## src/rtl/phy_regreq_handler.sv

```systemverilog
module phy_regreq_handler #(
  parameter int ADDR_W = 4,
  parameter int DATA_W = 8
) (
  input  logic                              clk,
  input  logic                              rst_n,
  input  logic                              req_valid,
  input  logic                              req_write,
  input  logic [ADDR_W-1:0]                 req_addr,
  input  logic [DATA_W-1:0]                 req_data,
  input  logic                              bus_reset,
  output logic                              stat_req,
  output logic [ADDR_W-1:0]                 stat_addr,
  output logic [DATA_W-1:0]                 stat_data,
  input  logic                              stat_ack,
  output logic [(1<<ADDR_W)*DATA_W-1:0]     reg_image
);
  localparam int NREG = 1 << ADDR_W;

  logic [DATA_W-1:0] regs [NREG];
  logic              pend;
  logic              busy;
  logic [ADDR_W-1:0] paddr;
  logic [DATA_W-1:0] pdata;

  wire wr      = req_valid && req_write;
  wire done    = busy && stat_ack && !bus_reset;
  wire take_rd = req_valid && !req_write && (!pend || done);
  wire launch  = pend && !busy && !bus_reset;

  always_ff @(posedge clk) begin
    if (!rst_n) begin
      for (int i = 0; i < NREG; i++) regs[i] <= '0;
    end else if (wr) begin
      regs[req_addr] <= req_data;
    end
  end

  always_ff @(posedge clk) begin
    if (!rst_n) begin
      pend  <= 1'b0;
      busy  <= 1'b0;
      paddr <= '0;
      pdata <= '0;
    end else begin
      if (bus_reset) begin
        busy <= 1'b0;
      end else if (done) begin
        busy <= 1'b0;
        pend <= 1'b0;
      end else if (launch) begin
        busy  <= 1'b1;
        pdata <= regs[paddr];
      end
      if (take_rd) begin
        pend  <= 1'b1;
        paddr <= req_addr;
      end
    end
  end

  assign stat_req  = busy;
  assign stat_addr = paddr;
  assign stat_data = pdata;

  for (genvar g = 0; g < NREG; g++) begin : g_img
    assign reg_image[g*DATA_W +: DATA_W] = regs[g];
  end

  assert_write_commit_R2: assert property (@(posedge clk) disable iff (!rst_n)
    wr |=> reg_image[$past(req_addr)*DATA_W +: DATA_W] == $past(req_data));

  assert_offer_after_accept_R3: assert property (@(posedge clk) disable iff (!rst_n)
    (take_rd && !bus_reset) |=> (pend && (stat_req || !$past(stat_req) || $past(bus_reset) || $past(done))));

  assert_hold_payload_R4: assert property (@(posedge clk) disable iff (!rst_n)
    (stat_req && !stat_ack && !bus_reset) |=> (stat_req && $stable(stat_addr) && $stable(stat_data)));

  assert_ignore_second_read_R5: assert property (@(posedge clk) disable iff (!rst_n)
    (pend && !done && req_valid && !req_write) |=> $stable(stat_addr));

  assert_ack_ends_R6: assert property (@(posedge clk) disable iff (!rst_n)
    (stat_req && stat_ack && !bus_reset && !take_rd) |=> (!stat_req && !pend));

  assert_busreset_keeps_R7: assert property (@(posedge clk) disable iff (!rst_n)
    (bus_reset && pend) |=> (!stat_req && pend));
endmodule

```

## config.mk

```make
export PLATFORM = sky130hd
export DESIGN_NAME = phy_regreq_handler
export DESIGN_NICKNAME = d
export VERILOG_FILES = /design/src/rtl/phy_regreq_handler.sv
export SDC_FILE = /design/constraint.sdc
export NUM_CORES = 1
export LEC_CHECK = 0
export BUFFER_PORTS_ARGS = -buffer_cell sky130_fd_sc_hd__buf_4
export CAP_MARGIN = 20
export CORE_MARGIN = 2
export CORE_UTILIZATION = 50
export CTS_CLUSTER_DIAMETER = 60
export DETAILED_ROUTE_END_ITERATION = 6
export HOLD_SLACK_MARGIN = 0.12
export MAX_ROUTING_LAYER = met4
export PLACE_DENSITY = 0.77
export SYNTH_ARGS = -nofsm -noshare
export SYNTH_HDL_FRONTEND = slang
export SYNTH_SLANG_ARGS = --single-unit
```

## constraint.sdc

```tcl
create_clock -name clk -period 2.95 [get_ports clk]
set_input_delay 0.1475 -clock clk [delete_from_list [all_inputs] [get_ports clk]]
set_output_delay 0.1475 -clock clk [all_outputs]
set_load 0.1 [all_outputs]
```

# Word-level counts from Yosys, hierarchy flattened
# Memory sizes are Yosys's and may differ from the RTL's. A register that Yosys moved wholly into a read port is not among the register bits.
# Cells that the tools add are included.
word_totals:
  mem_count: 1
  input_bits: 18
  output_inout_bits: 141
  ramBits: 128
  register_bits: 6
op_classes:
  reduce_logical: 18
  bitwise: 3
  mux: 10
  n_eq_ne: 1
memory_table:
  columns: ["name", "words", "word_bits", "read_ports", "rd_clocked_by_memory_dff", "write_ports", "line", "rtl"]
  rows:
  - ["regs", 16, 8, 17, 1, 16, "20", "logic [DATA_W-1:0] regs [NREG];"]
ops:
  columns: ["cell", "n"]
  rows:
  - ["1-bit 2-to-1 mux", 8]
  - ["8-bit 2-to-1 mux", 1]
  - ["8-bit OR reduction", 1]
  - ["1-bit logical AND", 7]
  - ["1-bit zero test", 5]
  - ["4-bit 2-to-1 mux", 1]
  - ["1-bit inverter", 3]
  - ["3-bit AND reduction", 1]
  - ["3-bit OR reduction", 1]
  - ["2-bit by 1-bit inequality test with 1-bit output, second input constant", 1]
  - ["2-bit AND reduction", 1]
  - ["2-bit nonzero test", 1]
  - ["1-bit logical OR", 1]

# Longest topological paths before layout
logic_depth:
  depth_word: 6
  depth_mapped: 6

# Least setup slack after synthesis
# No wires, ideal clock.
synth_path:
  kind: "reg2reg"
  from: "reg paddr[1] (netlist: stat_addr[1])"
  to: "reg pdata[1] (netlist: stat_data[1]) (read register of regs)"
  slack_ns: 0.466
  path_stages_with_launch: 7
  setup_ns: 0.128
  n_path_buf: 2
  t_arrival_ns: 2.357
  required_time_ns: 2.822
  cell_sequence: "dfxtp_1 buf_2 clkbuf_1 mux4_2 mux2_2 a22oi_1 o21ai_0"
synth_lines:
  columns: ["element", "line", "rtl"]
  rows:
  - ["from (decl)", "23", "logic [ADDR_W-1:0] paddr;"]
  - ["from (signal assigned)", "57", "paddr <= req_addr;"]
  - ["to (decl)", "24", "logic [DATA_W-1:0] pdata;"]

==> flow_summary.yaml <==
route:
  wire_per_inst_um: 22.8
  ant_nets: 0
  vias: 4443
  drt_iter0_markers: 415
  first_pass_iters: 5
  viasPerCell: 5.65
  finalWirelength_um: 17900
  drc: 0
setup_path:
  slowest_delay_ns: 0.60
  r2r-end: "stat_addr[1]$_SDFFE_PN0P_"
  crit_chain: "dlygate4sd3_1 > buf_4 > and3_1 > nand3_1 > nor3_1 > nand2b_1"
  worst-r2r-setup-slack_ns: 0.80
  path_max_fanout: 24
  slowest_stage: "nor3_1"
  cp.required_ns: 3.03
  crit_type: "input port to register"
  regToRegStartpoint: "stat_req$_SDFFE_PP0P_"
  cp-start-kind: "input port"
  setup.worst_path.end_class: "register"
  cp.arrival_ns: 2.42
  r2r_cells: 5
yosys:
  syn_area_per_cell_um2: 15.4
  ys_ff_latch: 142
  synthCells: 419
  ys_types: 33
  synth_edf_count: 128
  postSynthNetCount: 437
  synth_common_cells: "and2_1 (128), edfxtp_1 (128), mux4_2 (19), clkbuf_1 (15), o21ai_0 (15)"
  synthTopCellsByArea: "edfxtp_1 (59%), and2_1 (12%), mux4_2 (6.6%), mux4_1 (5.3%), dfxtp_1 (4.3%)"
  synth_area_mm2: 0.00646
  synth_top_area_share_pct: 59.5
  async_flop_share_pct: 0
  synth_flop_cell: "edfxtp_1"
  ys_seq_area_share_pct: 63.8
  yosys.area.top_type: "edfxtp_1"
  yosys_warnings: 0
sta:
  tightest_slew_ns: 0.689
  period_share_pct: 79.4
  slew_viol_final: 0
  tns_ns: 0
  fmax_ghz: 0.427
  rsz0062_at_grt: "no"
  finalSetupViolCount: 0
  fin_worst_skew_ns: 0.00861
  final.min_clock_period_ns: 2.34
  hold_viol: 0
  slew_headroom_pct: 53.7
clock_tree:
  clk_pin_slew_ns: 0.06
  numCtsBuffers: 17
  cts_tree: "yes"
  cts_sinks: 142
  htree_num_levels: 4
  cts_max_path_buffers: 2
  clk_latency_ns: 0.42
  root_buffer: "clkbuf_16"
  post_cts_resized: 0
global_routing:
  grtUsageMet2_pct: 41.2
  top_usage_layer: "met2"
  grt_pass1_wl_um: 26400
  grt_remaining_overflow: 0
  grt_pass1_vias: 4439
  grt_usage_pct: 26.8
  grt_util_met3_pct: 5.81
  gr-usage-met1_pct: 34.9
  antenna_found_initial: 0
  grt_start_max_net_pins: 25
final_layout:
  fin_nets: 619
  drive_gt1_share_pct: 38.1
  n_fill_cell: 906
  finish.utilization_pct: 68.3
  final_cells: 786
  area_delta_synth_final_pct: 33.4
  n_antenna_cell: 0
pwr:
  ir_drop_uv: 437
  power.leakage_nw: 3.31
  p_per_area_mw_per_mm2: 687
die:
  chipWidth_um: 118
  fp.dieArea_mm2: 0.0139
  coreArea_mm2: 0.0126
  num_rows: 41
  start_util_pct: 51.2
  die_h_um: 118
  ios: 159
hold_path:
  whs_path_depth: 2
  worstHoldStart: "req_data[6]"
  holdPathEnd: "regs[8][6]$_SDFFCE_PN0P_"
  min_path_type: "input port to register"
flow_run:
  cap_viol_max_count: 0
placed_design:
  io_buffer_count: 158
  dp.cells: 742
  gp_congestion: 0.882
  hpwl_um: 12400
outcome:
  status: "complete, no violations"
## report_power, final
group | internal, mW | switching [mW]
sequential | 2.30 | 0.0839
combinational | 0.273 | 1.00
clock | 1.46 | 0.807
## cell type report
type	count	area, µm²	share of cell area, %
Tap cell	172	215	2.50
Sequential cell	142	4130	47.8
Clock buffer	22	464	5.38
Clock inverter	10	161	1.87
Multi-Input combinational cell	251	2190	25.4
Timing Repair Buffer	187	1460	16.9
Inverter	2	7.51	0.0871
## cells in the final DEF (no fill, tap or decap), types with 12 or more instances in the layout
cell and instances:
edfxtp_1 128, mux2i_1 12, clkbuf_16 17, and2_1 128, dlygate4sd3_1 12, dfxtp_1 13, nor2_1 12, mux4_2 19
mux4_1 13, buf_4 173, o21ai_0 15
## worst max path at each step
stage                                endpoint  cells after the start  slack [ns]                       from
CTS                  regs[3][2]$_SDFFCE_PN0P_                      6        0.66                      rst_n
finish               regs[3][2]$_SDFFCE_PN0P_                      6        0.61                      rst_n
global route         regs[1][2]$_SDFFCE_PN0P_                      6        0.41                      rst_n
global placement     regs[3][4]$_SDFFCE_PN0P_                      5        0.91                      rst_n
floorplan           stat_data[1]$_SDFFE_PN0P_                      6        0.47  stat_addr[1]$_SDFFE_PN0P_
detailed placement   regs[1][7]$_SDFFCE_PN0P_                      5        0.78                      rst_n
## logic make-up (layout without fill, tap and decap cells)
| group | after synthesis | count (layout) | synth area share (%) |
|---|---|---|---|
| DFF | 142 | 142 | 63.8 |
| and+or+nand+nor | 167 | 167 | 15.8 |
| AOI/OAI and AO/OA | 32 | 32 | 2.92 |
| muxes | 52 | 52 | 15.2 |
| buffers and inverters | 26 | 221 | 2.32 |
## registers in the layout, summed over array words and instances, names as in the netlist
signal	count
regs	128
stat_data	8
stat_addr	4
pend	1
stat_req	1
## critical path: cells and delay by family
kind | cells | cell delay, ns
simple gates | 4 | 1.50
buf+inv | 2 | 0.76
## per-stage QoR
stage / setup slack [ns] / area, µm² / hold slack, ns / total power [mW]
final: 0.608 / 8620 / 0.161 / 5.92
after global routing: 0.415 / 8620 / 0.158 / 6.05
after CTS: 0.661 / 8620 / 0.144 / 5.93
after detailed placement: 0.785 / 7880 / 0.372 / 3.68
after global placement: 0.908 / 7880 / 0.364 / 3.67
after floorplan: 0.466 / 6460 / 0.247 / 3.37
## per-layer routing
metal / up-vias / wire (µm)
met1: 2196 / 6840
met4: 0 / 533
met5: - / 0
li1: 1936 / -
met2: 273 / 8780
met3: 38 / 1740
## what timing repair did
| item | CTS | global route |
|---|---|---|
| endpoints found under the hold margin | 6 | 0 |
| buffers inserted | 0 | 0 |
| hold buffers | 12 | 0 |
| setup endpoints to repair | 0 | 0 |
No activity file was read; power rests on OpenSTA's default activity.
